[src/rtl/regbank_pkg.sv]
`timescale 1ns/1ps
package regbank_pkg;
  localparam int BANK_PTR_W = 8;
  localparam int BYTE_W     = 8;
  localparam int NUM_AXES   = 3;
  localparam int AXIS_W     = 2 * BYTE_W;
  localparam int OFF_W      = AXIS_W - 1;

  localparam int ADR_STATUS = 0;
  localparam int ADR_AXIS0  = 1;
  localparam int ADR_LASTO  = ADR_AXIS0 + 2 * NUM_AXES - 1;
  localparam int ADR_IDENT  = ADR_LASTO + 1;
  localparam int ADR_MODE   = ADR_IDENT + 1;
  localparam int ADR_OFF0   = ADR_MODE + 1;
  localparam int ADR_TEMP   = ADR_OFF0 + 2 * NUM_AXES;
  localparam int ADR_CTL1   = ADR_TEMP + 1;
  localparam int ADR_CTL2   = ADR_CTL1 + 1;

  localparam logic [BYTE_W-1:0] IDENT_VALUE = 8'hC4;
  localparam logic [BYTE_W-1:0] CTL2_KEEP   = 8'hB0;
  localparam int                CTL2_PULSE  = 4;
  localparam int                CTL1_FAST   = 2;

  typedef struct packed {
    logic                  rdEn;
    logic                  wrEn;
    logic [BANK_PTR_W-1:0] addr;
  } bankStrobes_t;
endpackage

[src/rtl/regbank_ctrl.sv]
`timescale 1ns/1ps
module regbank_ctrl
  import regbank_pkg::*;
(
  input  logic                  clk,
  input  logic                  rstN,
  input  logic                  addrLoad,
  input  logic [BANK_PTR_W-1:0] addrIn,
  input  logic                  rdStb,
  input  logic                  wrStb,
  input  logic                  fastMode,
  output bankStrobes_t          strobes
);
  localparam logic [BANK_PTR_W-1:0] LAST_OUT  = BANK_PTR_W'(ADR_LASTO);
  localparam logic [BANK_PTR_W-1:0] LAST_HIGH = BANK_PTR_W'(ADR_LASTO - 1);

  logic [BANK_PTR_W-1:0] ptrQ;
  logic [BANK_PTR_W-1:0] ptrStep;
  logic                  isHighOut;

  always_comb begin
    isHighOut = (ptrQ >= BANK_PTR_W'(ADR_AXIS0)) && (ptrQ < LAST_HIGH) && ptrQ[0];
    if (!fastMode && ptrQ == LAST_OUT)
      ptrStep = '0;
    else if (fastMode && ptrQ == LAST_HIGH)
      ptrStep = '0;
    else if (fastMode && isHighOut)
      ptrStep = ptrQ + BANK_PTR_W'(2);
    else
      ptrStep = ptrQ + BANK_PTR_W'(1);
  end

  always_ff @(posedge clk or negedge rstN) begin
    if (!rstN)
      ptrQ <= '0;
    else if (addrLoad)
      ptrQ <= addrIn;
    else if (rdStb)
      ptrQ <= ptrStep;
  end

  always_comb begin
    strobes.addr = ptrQ;
    strobes.rdEn = rdStb && !addrLoad;
    strobes.wrEn = wrStb && !addrLoad;
  end

  AST_NORMAL_WRAP: assert property (@(posedge clk) disable iff (!rstN)
    (strobes.rdEn && !fastMode && ptrQ == LAST_OUT) |=> (ptrQ == '0));
  AST_FAST_HOP: assert property (@(posedge clk) disable iff (!rstN)
    (strobes.rdEn && fastMode && ptrQ == BANK_PTR_W'(ADR_AXIS0)) |=> (ptrQ == BANK_PTR_W'(ADR_AXIS0 + 2)));
  AST_WRITE_HOLDS_PTR: assert property (@(posedge clk) disable iff (!rstN)
    (strobes.wrEn && !rdStb) |=> $stable(ptrQ));
endmodule

[src/rtl/regbank_dp.sv]
`timescale 1ns/1ps
module regbank_dp
  import regbank_pkg::*;
(
  input  logic                         clk,
  input  logic                         rstN,
  input  bankStrobes_t                 strobes,
  input  logic [BYTE_W-1:0]            wrData,
  input  logic                         sampleLoad,
  input  logic [NUM_AXES*AXIS_W-1:0]   samplesIn,
  input  logic [BYTE_W-1:0]            statusIn,
  input  logic [1:0]                   modeIn,
  input  logic [BYTE_W-1:0]            tempIn,
  output logic [BYTE_W-1:0]            rdData,
  output logic [BYTE_W-1:0]            ctrl1Q,
  output logic [BYTE_W-1:0]            ctrl2Q,
  output logic [NUM_AXES*OFF_W-1:0]    offsetsOut
);
  localparam int LOW_OFF_W = OFF_W - BYTE_W;

  logic [AXIS_W-1:0] axisQ   [NUM_AXES];
  logic [BYTE_W-1:0] shadowQ [NUM_AXES];
  logic [OFF_W-1:0]  offQ    [NUM_AXES];

  function automatic logic hit(input logic [BANK_PTR_W-1:0] a, input int k);
    return a == BANK_PTR_W'(k);
  endfunction

  for (genvar i = 0; i < NUM_AXES; i++) begin : g_axis
    localparam int HI_ADR  = ADR_AXIS0 + 2 * i;
    localparam int OFF_ADR = ADR_OFF0 + 2 * i;

    always_ff @(posedge clk or negedge rstN) begin
      if (!rstN) begin
        axisQ[i]   <= '0;
        shadowQ[i] <= '0;
        offQ[i]    <= '0;
      end else begin
        if (sampleLoad)
          axisQ[i] <= samplesIn[i*AXIS_W +: AXIS_W];
        if (strobes.rdEn && hit(strobes.addr, HI_ADR))
          shadowQ[i] <= axisQ[i][BYTE_W-1:0];
        if (strobes.wrEn && hit(strobes.addr, OFF_ADR))
          offQ[i][OFF_W-1:LOW_OFF_W] <= wrData;
        if (strobes.wrEn && hit(strobes.addr, OFF_ADR + 1))
          offQ[i][LOW_OFF_W-1:0] <= wrData[BYTE_W-1:1];
      end
    end

    assign offsetsOut[i*OFF_W +: OFF_W] = offQ[i];

    AST_LOW_CAPTURE: assert property (@(posedge clk) disable iff (!rstN)
      (strobes.rdEn && hit(strobes.addr, HI_ADR)) |=> (shadowQ[i] == $past(axisQ[i][BYTE_W-1:0])));
  end

  always_ff @(posedge clk or negedge rstN) begin
    if (!rstN) begin
      ctrl1Q <= '0;
      ctrl2Q <= '0;
    end else begin
      if (strobes.wrEn && hit(strobes.addr, ADR_CTL1))
        ctrl1Q <= wrData;
      if (strobes.wrEn && hit(strobes.addr, ADR_CTL2))
        ctrl2Q <= wrData & CTL2_KEEP;
      else
        ctrl2Q[CTL2_PULSE] <= 1'b0;
    end
  end

  always_comb begin
    rdData = '0;
    if (hit(strobes.addr, ADR_STATUS)) rdData = statusIn;
    if (hit(strobes.addr, ADR_IDENT))  rdData = IDENT_VALUE;
    if (hit(strobes.addr, ADR_MODE))   rdData = {{(BYTE_W-2){1'b0}}, modeIn};
    if (hit(strobes.addr, ADR_TEMP))   rdData = tempIn;
    if (hit(strobes.addr, ADR_CTL1))   rdData = ctrl1Q;
    if (hit(strobes.addr, ADR_CTL2))   rdData = ctrl2Q;
    for (int i = 0; i < NUM_AXES; i++) begin
      if (hit(strobes.addr, ADR_AXIS0 + 2 * i))     rdData = axisQ[i][AXIS_W-1:BYTE_W];
      if (hit(strobes.addr, ADR_AXIS0 + 2 * i + 1)) rdData = shadowQ[i];
      if (hit(strobes.addr, ADR_OFF0 + 2 * i))      rdData = offQ[i][OFF_W-1:LOW_OFF_W];
      if (hit(strobes.addr, ADR_OFF0 + 2 * i + 1))  rdData = {offQ[i][LOW_OFF_W-1:0], 1'b0};
    end
  end

  AST_IDENT_FIXED: assert property (@(posedge clk) disable iff (!rstN)
    hit(strobes.addr, ADR_IDENT) |-> (rdData == IDENT_VALUE));
  AST_MODE_UPPER_ZERO: assert property (@(posedge clk) disable iff (!rstN)
    hit(strobes.addr, ADR_MODE) |-> (rdData[BYTE_W-1:2] == '0));
  AST_PULSE_CLEARS: assert property (@(posedge clk) disable iff (!rstN)
    (ctrl2Q[CTL2_PULSE] && !(strobes.wrEn && hit(strobes.addr, ADR_CTL2))) |=> !ctrl2Q[CTL2_PULSE]);
  AST_CTL1_WRITE_ONLY: assert property (@(posedge clk) disable iff (!rstN)
    !(strobes.wrEn && hit(strobes.addr, ADR_CTL1)) |=> $stable(ctrl1Q));
endmodule

[src/rtl/sensor_regbank.sv]
`timescale 1ns/1ps
module sensor_regbank
  import regbank_pkg::*;
(
  input  logic              clk,
  input  logic              rstN,
  input  logic              addrLoad,
  input  logic [7:0]        addrIn,
  input  logic              rdStb,
  input  logic              wrStb,
  input  logic [7:0]        wrData,
  output logic [7:0]        rdData,
  input  logic              sampleLoad,
  input  logic [15:0]       sampleX,
  input  logic [15:0]       sampleY,
  input  logic [15:0]       sampleZ,
  input  logic [7:0]        statusIn,
  input  logic [1:0]        modeIn,
  input  logic [7:0]        tempIn,
  output logic [7:0]        ctrl1Out,
  output logic [7:0]        ctrl2Out,
  output logic [14:0]       offX,
  output logic [14:0]       offY,
  output logic [14:0]       offZ
);
  bankStrobes_t                  strobes;
  logic [NUM_AXES*OFF_W-1:0]     offsets;

  regbank_ctrl u_ctrl (
    .clk      (clk),
    .rstN     (rstN),
    .addrLoad (addrLoad),
    .addrIn   (addrIn),
    .rdStb    (rdStb),
    .wrStb    (wrStb),
    .fastMode (ctrl1Out[CTL1_FAST]),
    .strobes  (strobes)
  );

  regbank_dp u_dp (
    .clk        (clk),
    .rstN       (rstN),
    .strobes    (strobes),
    .wrData     (wrData),
    .sampleLoad (sampleLoad),
    .samplesIn  ({sampleZ, sampleY, sampleX}),
    .statusIn   (statusIn),
    .modeIn     (modeIn),
    .tempIn     (tempIn),
    .rdData     (rdData),
    .ctrl1Q     (ctrl1Out),
    .ctrl2Q     (ctrl2Out),
    .offsetsOut (offsets)
  );

  assign offX = offsets[0*OFF_W +: OFF_W];
  assign offY = offsets[1*OFF_W +: OFF_W];
  assign offZ = offsets[2*OFF_W +: OFF_W];
endmodule

[config.mk]
export PLATFORM = sky130hd
export DESIGN_NAME = sensor_regbank
export DESIGN_NICKNAME = d
export VERILOG_FILES = /design/src/rtl/regbank_pkg.sv /design/src/rtl/regbank_ctrl.sv /design/src/rtl/regbank_dp.sv /design/src/rtl/sensor_regbank.sv
export SDC_FILE = /design/constraint.sdc
export NUM_CORES = 1
export LEC_CHECK = 0
export ABC_AREA = 1
export BUFFER_PORTS_ARGS = -buffer_cell sky130_fd_sc_hd__buf_2
export CAP_MARGIN = 20
export CORE_UTILIZATION = 45
export CTS_CLUSTER_DIAMETER = 50
export DETAILED_ROUTE_END_ITERATION = 8
export PLACE_DENSITY = 0.78
export SETUP_SLACK_MARGIN = 0.1
export SLEW_MARGIN = 10
export SYNTH_ARGS = -nofsm -noshare
export SYNTH_HDL_FRONTEND = slang
export SYNTH_SLANG_ARGS = --single-unit
[constraint.sdc]
create_clock -name clk -period 2.1 [get_ports clk]
set_clock_uncertainty 0.05 [all_clocks]
set_input_delay 0.21 -clock clk [delete_from_list [all_inputs] [get_ports clk]]
set_output_delay 0.21 -clock clk [all_outputs]
set_load 0.01 [all_outputs]
==> parameters.txt <==
Parameter                              Value

Logic synthesis
  Cell area after synthesis    6760 um^2
  Predominant post-synthesis flop cell    sky130_fd_sc_hd__dfrtp_1
  Count of flip-flops with a built-in enable after synthesis    0
  Number of standard cells after synthesis    871
  Flip-flop and latch count after synthesis    136
  Count of distinct cell types in the synthesized netlist    36
  Fraction of registers with async set/reset    100%
  Cell type with the highest aggregate area in the netlist    sky130_fd_sc_hd__dfrtp_1
  Average size of a mapped cell    7.76 um^2
  Yosys warning count    0
  Yosys top cell area share    50.4%
  Share of synthesized area occupied by flip-flops and latches    50.4%
  Cell types with the largest area share after synthesis    sky130_fd_sc_hd__dfrtp_1 50%, sky130_fd_sc_hd__nand2_1 16%, sky130_fd_sc_hd__o21ai_0 9.2%, sky130_fd_sc_hd__inv_1 4.4%, sky130_fd_sc_hd__nor2_1 3.6%

Floorplan
  Total number of placement rows    44
  IO Count    157
  Initial core utilization    46.3%
  DIE AREA    15500 um^2
  DIE WIDTH    125 um
  Core area    14600 um^2
  Die Height    125 um

Flow run
  Max-capacitance violation count    0

Detailed routing
  Residual DRC count    0
  DR vias/cell    5.13
  Total routed wirelength    21800 um
  Antenna-violating nets left    0
  DR WL/cell    16.0 um
  DRT Pass-1 Iters    5
  Total via count in the routed design    6984
  Drt initial violations    455

Timing
  Slew at the pin closest to its max-slew limit    0.629 ns
  Period Utilization, post-route    143%
  Count of endpoints failing hold in the final timing report    0
  Maximum frequency from static timing analysis    332 MHz
  Final min period    3.01 ns
  Max-slew headroom at the worst pin    58.1%
  Final Slew Violations    0
  Setup-failing EPs final    18
  RSZ-0062 raised after global routing    true
  Setup slack of the critical path after layout    -0.908 ns

Final layout
  Fraction of final layout cells sized beyond drive strength 1    36.4%
  Final #Nets    1260
  Layout filler cell count    1118
  Post-route core utilization    70.4%
  Layout Area Growth over Synthesis    52.0%
  Final instance area    10300 um^2
  Finished Layout Cells    1362

Outcome
  Status    finished with violations
  Violated checks    negative setup slack

Global routing
  Gr ovfl total    0
  Largest net degree at the start of global routing    54
  Aggregate global-route resource usage    27.8%
  Initial antenna violation count    1
  Via count of the first global-routing pass    6583
  Global-route wire length before repair    33300 um

Worst setup path
  Critical path capture point type    output pin
  Critical Path RT    1.84 ns
  Signal arrival time at the worst endpoint    2.75 ns
  Critical path startpoint category    register
  Crit Path Category    reg -> out
  Worst reg2reg path depth    16
  Worst-path maximum fanout    8

Placement
  DPL Wire Length    14500 um
  Post-DP Area    8270 um^2
  Number of placed cells counting well taps    1252
  PortBufs    151
  Pre-CTS setup slack    -0.561 ns
  RD Place Congestion    0.905

Clocking
  Cts bufs inserted    17
  Clock tree from TritonCTS    yes
  Clock network latency to the later pin of the worst-skew pair    0.42 ns
  Worst-case clock buffer depth    2
  Root Buffer    sky130_fd_sc_hd__clkbuf_16
  Clock sinks    136
  Maximum level of the CTS H-tree    4
  Clock-pin slew of the registers on the worst-case setup and hold paths    0.06 ns

Worst hold path
  Min-delay worst type    in -> reg
  Count of cells along the worst hold path    3

Power and ir drop
  Maximum resistive drop on vdd    0.000615 V
  Total power density per cell area    719 nW/um^2
  P_leak    5.29 nW
  Final total power    7.38 mW
-- cells in the final DEF, fill, tap and decap left out, drive strengths merged, types with 4 or more instances in the layout --
cell / synthesis / routed
a21oi: 46 / 46
buf: 14 / 250
clkbuf: 24 / 25
clkinv: 2 / 7
conb: 1 / 5
dfrtp: 136 / 136
dlygate4sd3: 0 / 55
ha: 6 / 6
inv: 87 / 88
mux2: 8 / 8
nand2: 291 / 291
nand3: 13 / 13
nor2: 75 / 76
nor3: 4 / 4
o21ai: 142 / 142
xor2: 5 / 5
-- repair_timing --
action | CTS | global route
pin swaps | 28 | 18
gates resized for setup | 72 | 138
gates cloned | 1 | 4
hold endpoints to repair | 86 | 0
hold buffers | 55 | 0
setup buffers | 13 | 8
setup endpoints to repair | 73 | 84
-- final timing paths --
check / from / endpoint / slack [ns]
max in group asynchronous: rstN / u_ctrl.ptrQ[4] / 1.08
worst max-delay path: u_ctrl.ptrQ[0] / rdData[0] / -0.91
worst min register to register: u_dp.shadowQ[17] / u_dp.shadowQ[17] / 0.45
min in group asynchronous: rstN / u_dp.axisQ[4] / 0.24
worst max register to register: u_ctrl.ptrQ[1] / u_ctrl.ptrQ[0] / -0.23
worst min-delay path: addrIn[4] / u_ctrl.ptrQ[4] / 0.03
-- routing by layer --
layer  global-route usage (%)  up-vias  share of wire, %
li1                         -     3366                 -
met1                     36.0     3260                42
met2                     45.2      312                49
met3                     5.76       46               6.4
met4                     11.6        0               2.7
met5                        0        -                 0
-- final cells by class --
class	count	area (um^2)	share of cell area, %
clock inverter	8	100	0.975
timing repair buffer	308	2270	22.1
clock buffer	22	454	4.42
sequential	136	3410	33.2
inverter	89	357	3.47
tap	184	230	2.24
multi-input combinational	613	3440	33.5
antenna	1	2.50	0.0244
timing repair inverter	1	8.76	0.0853
-- cell usage after synthesis, drive strengths merged (3+ instances only) --
cell type  instances
xor2               5
nor2              75
o221ai             3
nor3               4
inv               87
o21ai            142
a21oi             46
buf               14
ha                 6
clkbuf            24
nand2            291
nand3             13
dfrtp            136
mux2               8
-- power by group --
group | switching, mW | internal, mW
clock network | 1.09 | 1.76
logic | 0.787 | 0.652
registers | 0.213 | 2.87
total | 2.09 | 5.29
-- registers in the layout, indices dropped and copies added, names as in the netlist --
register,cells
u_dp.shadowQ,24
u_dp.axisQ,48
u_dp.ctrl2Q,3
u_ctrl.ptrQ,8
u_dp.offsetsOut,45
u_dp.ctrl1Q,8
-- worst max-delay path, stage by stage, from the launching register on --
cell and delay, ns:
sky130_fd_sc_hd__dfrtp_2 0.48, sky130_fd_sc_hd__inv_4 0.10, sky130_fd_sc_hd__ha_4 0.15, sky130_fd_sc_hd__nand2_4 0.07, sky130_fd_sc_hd__nor2_4 0.21, sky130_fd_sc_hd__nand2_1 0.07
sky130_fd_sc_hd__nand3_1 0.10, sky130_fd_sc_hd__o211ai_1 0.13, sky130_fd_sc_hd__o21ai_1 0.12, sky130_fd_sc_hd__nand2_1 0.09, sky130_fd_sc_hd__a21o_1 0.19, sky130_fd_sc_hd__nand3_2 0.07
sky130_fd_sc_hd__nand2_1 0.05, sky130_fd_sc_hd__nand2_1 0.07, sky130_fd_sc_hd__nand2_1 0.06, sky130_fd_sc_hd__a21oi_2 0.19, sky130_fd_sc_hd__buf_2 0.16
-- through the flow --
step	TNS [ns]	hold WS, ns
3_3_place_gp	-4.69	0.151
2_1_floorplan	0	-0.136
6_report	-7.96	0.0258
3_5_place_dp	-5.60	0.148
5_1_grt	-11.02	0.0201
4_1_cts	-6.54	0.0123
-- logic make-up (layout without fill, tap and decap cells) --
logic type,after synthesis,after routing,synth area share [%]
flip-flops,136,136,50.4
XOR/XNOR,5,5,0.648
AND/OR/NAND/NOR,387,388,23.1
adder cells (fa/ha/maj),6,6,1.11
buffers and inverters,127,428,7.81
other,1,6,0.0555
AO/OA/AOI/OAI,201,201,15.5
multiplexers,8,8,1.33
No activity file was read; power rests on OpenSTA's default activity.
